**src/rtl/adc_rd_pkg.sv**
```systemverilog
package adc_rd_pkg;
   // Rising data-clock edges that precede the first result bit:
   // five acquisition periods plus the null bit.
   localparam int unsigned PRE_RISES = 6;

   typedef enum logic [1:0] {
      RD_IDLE = 2'd0,
      RD_RUN  = 2'd1,
      RD_GAP  = 2'd2
   } rd_state_e;
endpackage

```
**src/rtl/adc_rd_clkdiv.sv**
```systemverilog
module adc_rd_clkdiv #(
   parameter int unsigned DIV_W = 8
) (
   input  logic             clk,
   input  logic             rst_n,
   input  logic             run,
   input  logic [DIV_W-1:0] half,
   output logic             sclk,
   output logic             tick
);
   logic [DIV_W-1:0] cnt;

   assign tick = run && (cnt == half - 1'b1);

   always_ff @(posedge clk or negedge rst_n) begin
      if (!rst_n) begin
         cnt  <= '0;
         sclk <= 1'b0;
      end else if (!run) begin
         cnt  <= '0;
         sclk <= 1'b0;
      end else if (tick) begin
         cnt  <= '0;
         sclk <= ~sclk;
      end else begin
         cnt  <= cnt + 1'b1;
      end
   end
endmodule

```
**src/rtl/adc_rd_frame.sv**
```systemverilog
module adc_rd_frame
   import adc_rd_pkg::*;
#(
   parameter int unsigned DATA_W   = 16,
   parameter int unsigned DIV_W    = 8,
   parameter int unsigned NB_W     = 5,
   parameter int unsigned MIN_HALF = 2,
   parameter int unsigned MIN_BITS = 3
) (
   input  logic              clk,
   input  logic              rst_n,
   input  logic              start,
   input  logic [DIV_W-1:0]  half_div,
   input  logic [NB_W-1:0]   nbits,
   input  logic              sdo,
   input  logic              sclk,
   input  logic              tick,
   output logic              run,
   output logic [DIV_W-1:0]  half_q,
   output logic              cs_n,
   output logic              busy,
   output logic              raw_valid,
   output logic [DATA_W-1:0] raw_data,
   output logic [NB_W-1:0]   raw_nb,
   output logic              raw_nerr
);
   localparam int unsigned RW = $clog2(PRE_RISES + DATA_W + 1);

   rd_state_e         state;
   logic [RW-1:0]     rises;
   logic [RW-1:0]     rise_nxt;
   logic [NB_W-1:0]   nb_q;
   logic [DATA_W-1:0] shreg;
   logic [DIV_W-1:0]  gap_cnt;
   logic              null_q;
   logic              rise_ev, fall_ev, last_fall;
   logic [DIV_W-1:0]  half_lim;
   logic [NB_W-1:0]   nb_lim;

   assign run       = (state == RD_RUN);
   assign busy      = (state != RD_IDLE);
   assign rise_ev   = tick & ~sclk;
   assign fall_ev   = tick & sclk;
   assign rise_nxt  = rises + 1'b1;
   assign last_fall = fall_ev && (rises == RW'(PRE_RISES) + RW'(nb_q));

   always_comb begin
      half_lim = (half_div < DIV_W'(MIN_HALF)) ? DIV_W'(MIN_HALF) : half_div;
      if (nbits < NB_W'(MIN_BITS))    nb_lim = NB_W'(MIN_BITS);
      else if (nbits > NB_W'(DATA_W)) nb_lim = NB_W'(DATA_W);
      else                            nb_lim = nbits;
   end

   always_ff @(posedge clk or negedge rst_n) begin
      if (!rst_n) begin
         state     <= RD_IDLE;
         cs_n      <= 1'b1;
         rises     <= '0;
         nb_q      <= NB_W'(MIN_BITS);
         half_q    <= DIV_W'(MIN_HALF);
         shreg     <= '0;
         gap_cnt   <= '0;
         null_q    <= 1'b0;
         raw_valid <= 1'b0;
         raw_data  <= '0;
         raw_nb    <= '0;
         raw_nerr  <= 1'b0;
      end else begin
         raw_valid <= 1'b0;
         unique case (state)
            RD_IDLE: if (start) begin
               state  <= RD_RUN;
               cs_n   <= 1'b0;
               rises  <= '0;
               shreg  <= '0;
               null_q <= 1'b0;
               half_q <= half_lim;
               nb_q   <= nb_lim;
            end
            RD_RUN: begin
               if (rise_ev) begin
                  rises <= rise_nxt;
                  if (rise_nxt == RW'(PRE_RISES)) null_q <= sdo;
                  else if (rise_nxt > RW'(PRE_RISES)) shreg <= {shreg[DATA_W-2:0], sdo};
               end
               if (last_fall) begin
                  state     <= RD_GAP;
                  cs_n      <= 1'b1;
                  gap_cnt   <= '0;
                  raw_valid <= 1'b1;
                  raw_data  <= shreg << (NB_W'(DATA_W) - nb_q);
                  raw_nb    <= nb_q;
                  raw_nerr  <= null_q;
               end
            end
            RD_GAP: begin
               gap_cnt <= gap_cnt + 1'b1;
               if (gap_cnt == half_q - 1'b1) state <= RD_IDLE;
            end
            default: state <= RD_IDLE;
         endcase
      end
   end
endmodule

```
**src/rtl/adc_rd_avg.sv**
```systemverilog
module adc_rd_avg #(
   parameter int unsigned DATA_W = 16,
   parameter int unsigned NB_W   = 5,
   parameter int unsigned SEL_W  = 2,
   parameter bit          AVG_EN = 1'b1
) (
   input  logic              clk,
   input  logic              rst_n,
   input  logic [SEL_W-1:0]  avg_sel,
   input  logic              in_valid,
   input  logic [DATA_W-1:0] in_data,
   input  logic [NB_W-1:0]   in_nb,
   input  logic              in_nerr,
   output logic              out_valid,
   output logic [DATA_W-1:0] out_data,
   output logic [NB_W-1:0]   out_nb,
   output logic              out_nerr
);
   localparam int unsigned MAX_SH = (1 << SEL_W) - 1;
   localparam int unsigned ACC_W  = DATA_W + MAX_SH;

   generate
      if (!AVG_EN) begin : g_bypass
         always_ff @(posedge clk or negedge rst_n) begin
            if (!rst_n) begin
               out_valid <= 1'b0;
               out_data  <= '0;
               out_nb    <= '0;
               out_nerr  <= 1'b0;
            end else begin
               out_valid <= in_valid;
               if (in_valid) begin
                  out_data <= in_data;
                  out_nb   <= in_nb;
                  out_nerr <= in_nerr;
               end
            end
         end
      end else begin : g_accum
         logic [ACC_W-1:0]  acc, sum, shifted;
         logic [MAX_SH-1:0] grp_cnt, grp_last;
         logic [SEL_W-1:0]  sel_q, cur_sel;
         logic              nerr_acc;

         assign cur_sel  = (grp_cnt == '0) ? avg_sel : sel_q;
         assign sum      = acc + ACC_W'(in_data);
         assign grp_last = MAX_SH'((1 << cur_sel) - 1);
         assign shifted  = sum >>> cur_sel;

         always_ff @(posedge clk or negedge rst_n) begin
            if (!rst_n) begin
               acc       <= '0;
               grp_cnt   <= '0;
               sel_q     <= '0;
               nerr_acc  <= 1'b0;
               out_valid <= 1'b0;
               out_data  <= '0;
               out_nb    <= '0;
               out_nerr  <= 1'b0;
            end else begin
               out_valid <= 1'b0;
               if (in_valid) begin
                  if (grp_cnt == grp_last) begin
                     out_valid <= 1'b1;
                     out_data  <= shifted[DATA_W-1:0];
                     out_nb    <= in_nb;
                     out_nerr  <= nerr_acc | in_nerr;
                     acc       <= '0;
                     grp_cnt   <= '0;
                     nerr_acc  <= 1'b0;
                  end else begin
                     acc      <= sum;
                     grp_cnt  <= grp_cnt + 1'b1;
                     sel_q    <= cur_sel;
                     nerr_acc <= nerr_acc | in_nerr;
                  end
               end
            end
         end
      end
   endgenerate
endmodule

```
**src/rtl/adc_host_reader.sv**
```systemverilog
module adc_host_reader
   import adc_rd_pkg::*;
#(
   parameter int unsigned DATA_W   = 16,
   parameter int unsigned DIV_W    = 8,
   parameter int unsigned MIN_HALF = 2,
   parameter int unsigned MIN_BITS = 3,
   parameter int unsigned SEL_W    = 2,
   parameter bit          AVG_EN   = 1'b1,
   localparam int unsigned NB_W    = $clog2(DATA_W + 1)
) (
   input  logic              clk,
   input  logic              rst_n,
   input  logic              start_i,
   input  logic [DIV_W-1:0]  half_div_i,
   input  logic [NB_W-1:0]   nbits_i,
   input  logic [SEL_W-1:0]  avg_sel_i,
   output logic              adc_cs_n_o,
   output logic              adc_sclk_o,
   input  logic              adc_sdo_i,
   output logic [DATA_W-1:0] result_o,
   output logic [NB_W-1:0]   nvalid_o,
   output logic              null_err_o,
   output logic              valid_o,
   output logic              busy_o
);
   if (MIN_HALF < 1 || MIN_HALF >= (1 << DIV_W)) begin : g_bad_half
      $error("MIN_HALF must fit the divider and be at least 1");
   end
   if (MIN_BITS < 1 || MIN_BITS > DATA_W || DATA_W < 2) begin : g_bad_bits
      $error("MIN_BITS must lie within 1..DATA_W");
   end

   logic              run, tick, sclk;
   logic [DIV_W-1:0]  half_q;
   logic              raw_valid, raw_nerr;
   logic [DATA_W-1:0] raw_data;
   logic [NB_W-1:0]   raw_nb;

   adc_rd_clkdiv #(.DIV_W(DIV_W)) u_div (
      .clk(clk), .rst_n(rst_n), .run(run), .half(half_q), .sclk(sclk), .tick(tick)
   );

   adc_rd_frame #(
      .DATA_W(DATA_W), .DIV_W(DIV_W), .NB_W(NB_W),
      .MIN_HALF(MIN_HALF), .MIN_BITS(MIN_BITS)
   ) u_frame (
      .clk(clk), .rst_n(rst_n), .start(start_i), .half_div(half_div_i),
      .nbits(nbits_i), .sdo(adc_sdo_i), .sclk(sclk), .tick(tick),
      .run(run), .half_q(half_q), .cs_n(adc_cs_n_o), .busy(busy_o),
      .raw_valid(raw_valid), .raw_data(raw_data), .raw_nb(raw_nb), .raw_nerr(raw_nerr)
   );

   adc_rd_avg #(
      .DATA_W(DATA_W), .NB_W(NB_W), .SEL_W(SEL_W), .AVG_EN(AVG_EN)
   ) u_avg (
      .clk(clk), .rst_n(rst_n), .avg_sel(avg_sel_i),
      .in_valid(raw_valid), .in_data(raw_data), .in_nb(raw_nb), .in_nerr(raw_nerr),
      .out_valid(valid_o), .out_data(result_o), .out_nb(nvalid_o), .out_nerr(null_err_o)
   );

   assign adc_sclk_o = sclk;
endmodule

```
**config.mk**
```make
export PLATFORM = sky130hd
export DESIGN_NAME = adc_host_reader
export DESIGN_NICKNAME = d
export VERILOG_FILES = /design/src/rtl/adc_rd_pkg.sv /design/src/rtl/adc_rd_clkdiv.sv /design/src/rtl/adc_rd_frame.sv /design/src/rtl/adc_rd_avg.sv /design/src/rtl/adc_host_reader.sv
export SDC_FILE = /design/constraint.sdc
export NUM_CORES = 1
export LEC_CHECK = 0
export CELL_PAD_IN_SITES_DETAIL_PLACEMENT = 0
export CELL_PAD_IN_SITES_GLOBAL_PLACEMENT = 1
export CORE_MARGIN = 8
export CORE_UTILIZATION = 51
export DETAILED_ROUTE_END_ITERATION = 7
export GPL_TIMING_DRIVEN = 1
export MAX_ROUTING_LAYER = met4
export PLACE_DENSITY = 0.85
export SYNTH_ARGS = -nofsm -noshare
export SYNTH_HDL_FRONTEND = slang
export SYNTH_SLANG_ARGS = --single-unit
```
**constraint.sdc**
```tcl
create_clock -name clk -period 5.75 [get_ports clk]
set_input_delay 1.725 -clock clk [delete_from_list [all_inputs] [get_ports clk]]
set_output_delay 1.725 -clock clk [all_outputs]
set_load 0.03 [all_outputs]
```
After elaboration in Yosys (flattened, before gate mapping). Cells that the tools add are included.

Input bits: 19. Output and inout bits: 26. Register bits: 126. Logic and storage cells: 110.

Add/sub/neg operators: 9. Mux-type cells: 35. $lt $le $gt $ge: 4. Eq/ne operators: 15. Reductions and logical operators: 17. Shift-type cells: 3. Bitwise gates (word level): 5.

Operators by type and width (count): 16-bit 2-to-1 mux (4); 8-bit 2-to-1 mux (4); 16-bit case mux with 2 select lines (1); 5-bit 2-to-1 mux (4); 19-bit by 16-bit adder with 19-bit output (1); 19-bit 2-to-1 mux (1); 19-bit by 2-bit >>> shifter with 16-bit output (1); 8-bit by 1-bit adder with 8-bit output, second input constant (2); 8-bit equality test (2); 8-bit case mux with 2 select lines (1); 16-bit by 5-bit << shifter with 16-bit output (1); 2-bit by 1-bit inequality test with 1-bit output, second input constant (6); 1-bit 2-to-1 mux (11); 5-bit case mux with 2 select lines (1); 2-bit AND reduction (5); 3-bit AND reduction (3); 8-bit by 2-bit less-than comparator with 1-bit output, second input constant (1); 2-bit 2-to-1 mux (4); 8-bit by 1-bit subtractor with 8-bit output, second input constant (1); 2-bit case mux with 3 select lines (1); 2-bit nonzero test (3); 3-bit by 5-bit adder with 5-bit output, first input constant (1); 5-bit by 1-bit adder with 5-bit output, second input constant (1); 5-bit by 3-bit equality test with 1-bit output, second input constant (1); other kinds (22) (27).

Logic depth before layout (Yosys ltp).
Word-level depth: 7. Depth in mapped cells: 13. Depth with buffers taken out: 11.

Cells and area by module. Synthesis repeated with hierarchy kept, for this count alone.

Cells, all modules: 902. Area total of the unflattened synthesis: 8227.9 um2.

Modules (own cells, without submodules): adc_rd_frame (instances 1, area each 3958.8 um2, cells each 413); adc_rd_avg (instances 1, area each 3552.2 um2, cells each 413); adc_rd_clkdiv (instances 1, area each 716.9 um2, cells each 76).

Worst setup path after synthesis. No wires, ideal clock.

Path kind: input port to flip-flop. Start: in avg_sel_i[0]. End: reg u_avg.out_data[12]. Data arrival time: 3359 ps. Cell stages on the path: 8. Path buffers: 2. Setup time: 95 ps. Required time: 5655 ps. Setup slack: 2296 ps. Cell sequence: nand3b_1 -> o21ai_1 -> or3_1 -> o21ai_1 -> nand2_1 -> clkbuf_1 -> clkbuf_1 -> o31ai_1.

Cells in the longest elaborated chain, start to end: 5. Elaborated cells between the ends (all ways): 6. Classes of those cells: add/sub: 1; eq/ne: 1; shift: 2; mux: 1; reduce/logical: 1.

RTL lines: from (decl) (line adc_host_reader.sv:17) `input logic [SEL_W-1:0] avg_sel_i,`; 2-bit 2-to-1 mux * (line adc_rd_avg.sv:45) `assign cur_sel = (grp_cnt == '0) ? avg_sel : sel_q;`; 1-bit by 2-bit << shifter with 3-bit output (line adc_rd_avg.sv:47) `assign grp_last = MAX_SH'((1 << cur_sel) - 1);`; 3-bit by 2-bit subtractor with 3-bit output (line adc_rd_avg.sv:47); 3-bit equality test (line adc_rd_avg.sv:63) `if (grp_cnt == grp_last) begin`; 2-bit AND reduction (no source line); to (signal assigned) (line adc_rd_avg.sv:65) `out_data <= shifted[DATA_W-1:0];`; to (decl) (line adc_rd_avg.sv:15) `output logic [DATA_W-1:0] out_data,`.

Mark *: on every way between the ends. The rest lies on a longest branch, timed or not. A chain may end at the register's enable or synchronous reset.

Worst setup path in the final report.
Start: in avg_sel_i[0]. End: reg u_avg.out_data[10].

The elaborated chain is that of the path after synthesis.

==> out/qor.yml <==
yosys:
  synth_area_leader_cell: "sky130_fd_sc_hd__dfrtp_1"
  synth_cells: 800
  synth_top_family_by_area: "compound AO/OA/AOI/OAI gates"
  ys_types: 71
  synth.cell_area_um2: 7547
  share_of_the_synthesized_area_in_compound_gates_ao_oa_aoi_oai_pct: 16.53
  ys_top_cells_by_area: "sky130_fd_sc_hd__dfrtp_1, sky130_fd_sc_hd__mux2i_1, sky130_fd_sc_hd__nand2_1"
  synth_xor_xnor_area_share_pct: 7.311
  post_synth_fa_ha_maj_area_fraction_pct: 4.410
  yosys_most_used_dff: "sky130_fd_sc_hd__dfrtp_1"
  synth.cells.most_frequent: "sky130_fd_sc_hd__dfrtp_1, sky130_fd_sc_hd__nand2_1, sky130_fd_sc_hd__nor2_1"
  postSynthNetCount: 845
  edff_count_synth: 0
  yosys_register_bits: 126
  synth-simple-area-share_pct: 15.85
  synth.mux.area_fraction_pct: 9.682
  netlist.area_leader.share_pct: 40.45
  yosysMostFrequentCell: "sky130_fd_sc_hd__dfrtp_1"
  synth_async_sr_flop_share_pct: 100.0
  synth.yosys.seq_area_share_pct: 41.84
  yosys_synthesis_warning_count: 0
  synthesis.area_per_instance_um2: 9.434
clocking:
  clkSlewWorstSetupHoldPaths_ps: 60
  numCtsBuffers: 17
  cts_repair_resize_count: 0
  cts.sink_count: 126
  post_cts.repair.setup_buffers: 0
  ctsLongestPathBuffers: 2
  cts.htree.levels: 4
  clock_tree_from_tritoncts: "yes"
  cts_hold_buf: 0
  cts_root_buf: "sky130_fd_sc_hd__clkbuf_16"
  clkLatencyLatePin_ps: 420
route:
  drt-met1-wl_um: 8266
  avg_wl_per_cell_um: 16.57
  routed-wl-met3_um: 754
  count_of_vias_placed_by_the_detailed_router: 5920
  detail_route.first_pass.iterations: 6
  routed.top_layer: "met4"
  detail_route.drc_violations: 0
  count_of_nets_left_with_antenna_violations_after_detail_routing: 0
  postRouteWirelength_um: 16930
  drtIter0Drc: 352
  detailroute.wirelength.met2_um: 7774
  viasPerCell: 5.793
hold_path:
  hp-class: "register to register"
grt:
  gr-total-overflow: 0
  grt_max_degree: 49
  grt_pass1_wl_um: 28470
  grt_pass1_vias: 5804
  grt_usage_pct: 19.33
  antenna_violations_before_repair: 0
power:
  power.density_nw_per_um2: 353.9
  ir_worst_vdd_mv: 0.3525
  leakage_nw: 3.908
setup_path:
  crit_required_ps: 6020
  endpoint_kind: "register"
  criticalPathCategory: "input pin to register"
  max_fo_critical_path: 29
  worstSetupStartpointType: "input pin"
  arrival_ps: 4600
layout:
  layout.filler_cells: 1238
  antenna_diode_instance_count: 0
  area_delta_synth_final_pct: 15.55
  design.final.nets: 873
  layout-drive-gt1-share_pct: 8.711
sta:
  max_freq_ghz: 0.2311
  rsz0062_at_grt: "no"
  final_min_period_over_clock_period_pct: 75.27
  layout_min_cycle_time_ps: 4328
  timing_hold_violations_final: 0
  final.setup.worst_slack_ps: 1422
  max_slew.worst_pin.slew_ps: 949.2
  setup_viol: 0
  worst_slew_margin_rel_pct: 34.91
  fin_setup_tns_ps: 0
  clock_skew_ps: 8.322
  number_of_max_slew_violations_in_the_final_report: 0
placement:
  detailedPlace.worstSlack_ps: 984.2
  gp_routability_congestion: 0.8995
  port-buffer-count: 44
  place_hpwl_um: 12190
floorplan:
  ios: 45
  floorplan.die.height_um: 137.7
  initial_core_util_pct: 52.13
  design.core.area_um2: 14480
  placement_rows: 44
  die_width_um: 137.7
  die-area_um2: 18950
job:
  drv.max_cap_violation_count: 0
outcome:
  status: "complete, no violations"
per-stage QoR:
stage	hold slack, ps	total power [W]	instances	utilization, %	cell area, µm²
floorplan	434.8	0.001772	800	-	7547
global placement	464.0	0.001933	993	55.95	8102
CTS	480.9	0.003110	1022	60.23	8721
detailed placement	468.1	0.001964	993	55.95	8102
finish	477.1	0.003087	1022	60.23	8721
global route	495.0	0.003259	1022	60.23	8721
flip-flops by register name, summed over array words and instances (netlist names), 8 cells and up:
signal	flops
u_avg.g_accum.acc	19
u_avg.out_data	16
u_div.cnt	8
u_frame.gap_cnt	8
u_frame.half_q	8
u_frame.raw_data	16
u_frame.shreg	16
per-layer routing:
metal	vias to the layer above	global-route usage [%]
met5	-	-
met4	0	4.949
met3	10	4.230
met2	128	29.35
met1	2895	25.69
li1	2887	-
kinds of logic after synthesis:
family                     after synthesis
xor gates and xnor gates                55
muxes                                   69
DFF                                    126
AOI/OAI and AO/OA                      190
buffers and inverters                   82
adders and majority gates               26
and+or+nand+nor                        252
final cells by class:
type | count | area, µm² | area share (%)
flip-flops and latches | 126 | 3158 | 36.21
inverters | 38 | 142.6 | 1.636
well taps | 184 | 230.2 | 2.640
repair buffers | 53 | 505.5 | 5.796
clock inverters | 7 | 135.1 | 1.550
multi-input cells | 592 | 4065 | 46.61
clock buffers | 22 | 484.2 | 5.552
worst max-delay path, cell delays in order:
cell	delay [ps]
sky130_fd_sc_hd__clkdlybuf4s50_1	390
sky130_fd_sc_hd__nand3b_1	120
sky130_fd_sc_hd__o21a_1	620
sky130_fd_sc_hd__nor3_1	130
sky130_fd_sc_hd__o21ai_0	240
sky130_fd_sc_hd__o21ai_1	130
sky130_fd_sc_hd__nand2_1	80
sky130_fd_sc_hd__buf_4	300
sky130_fd_sc_hd__clkinv_1	450
sky130_fd_sc_hd__nand2_1	250
sky130_fd_sc_hd__o221ai_1	150
where the power goes:
| part | internal [W] | switching, W | total, W |
|---|---|---|---|
| logic | 0.000364 | 0.000431 | 0.000795 |
| clock network | 0.000762 | 0.000374 | 0.00114 |
| registers | 0.00100 | 0.000156 | 0.00116 |
| total | 0.00213 | 0.000961 | 0.00309 |
final timing paths:
kind,start,end,slack (ps),cells past startpoint
setup / recovery,avg_sel_i[0],u_avg.out_data[10],1420,11
hold / removal,u_avg.out_nb[2],u_avg.out_nb[2],480,2
min in group asynchronous,rst_n,u_frame.half_q[7],1330,1
hold reg to reg,u_avg.out_nb[2],u_avg.out_nb[2],480,2
max in group asynchronous,rst_n,u_avg.g_accum.acc[9],3400,2
setup reg to reg,u_avg.g_accum.grp_cnt[0],u_avg.out_data[10],2150,12
placed cells by master, fill, tap and decap left out, types with 9 or more instances in the layout:
| cell | netlist | routed |
|---|---|---|
| sky130_fd_sc_hd__inv_1 | 37 | 37 |
| sky130_fd_sc_hd__nand2_1 | 94 | 94 |
| sky130_fd_sc_hd__xnor2_1 | 36 | 36 |
| sky130_fd_sc_hd__a21oi_1 | 46 | 46 |
| sky130_fd_sc_hd__nor2_1 | 67 | 67 |
| sky130_fd_sc_hd__o31ai_1 | 9 | 9 |
| sky130_fd_sc_hd__dfrtp_1 | 122 | 122 |
| sky130_fd_sc_hd__xor2_1 | 14 | 14 |
| sky130_fd_sc_hd__buf_4 | 0 | 10 |
| sky130_fd_sc_hd__o2bb2ai_1 | 10 | 10 |
| sky130_fd_sc_hd__clkdlybuf4s50_1 | 0 | 43 |
| sky130_fd_sc_hd__a211oi_1 | 14 | 14 |
| sky130_fd_sc_hd__o21ai_0 | 44 | 44 |
| sky130_fd_sc_hd__clkbuf_16 | 0 | 17 |
| sky130_fd_sc_hd__nand3_1 | 19 | 19 |
| sky130_fd_sc_hd__o211ai_1 | 9 | 9 |
| sky130_fd_sc_hd__mux2i_1 | 46 | 46 |
| sky130_fd_sc_hd__ha_1 | 25 | 25 |
| sky130_fd_sc_hd__nor3_1 | 16 | 16 |
| sky130_fd_sc_hd__mux2_2 | 21 | 21 |
Power figures use the tool's default switching activity.
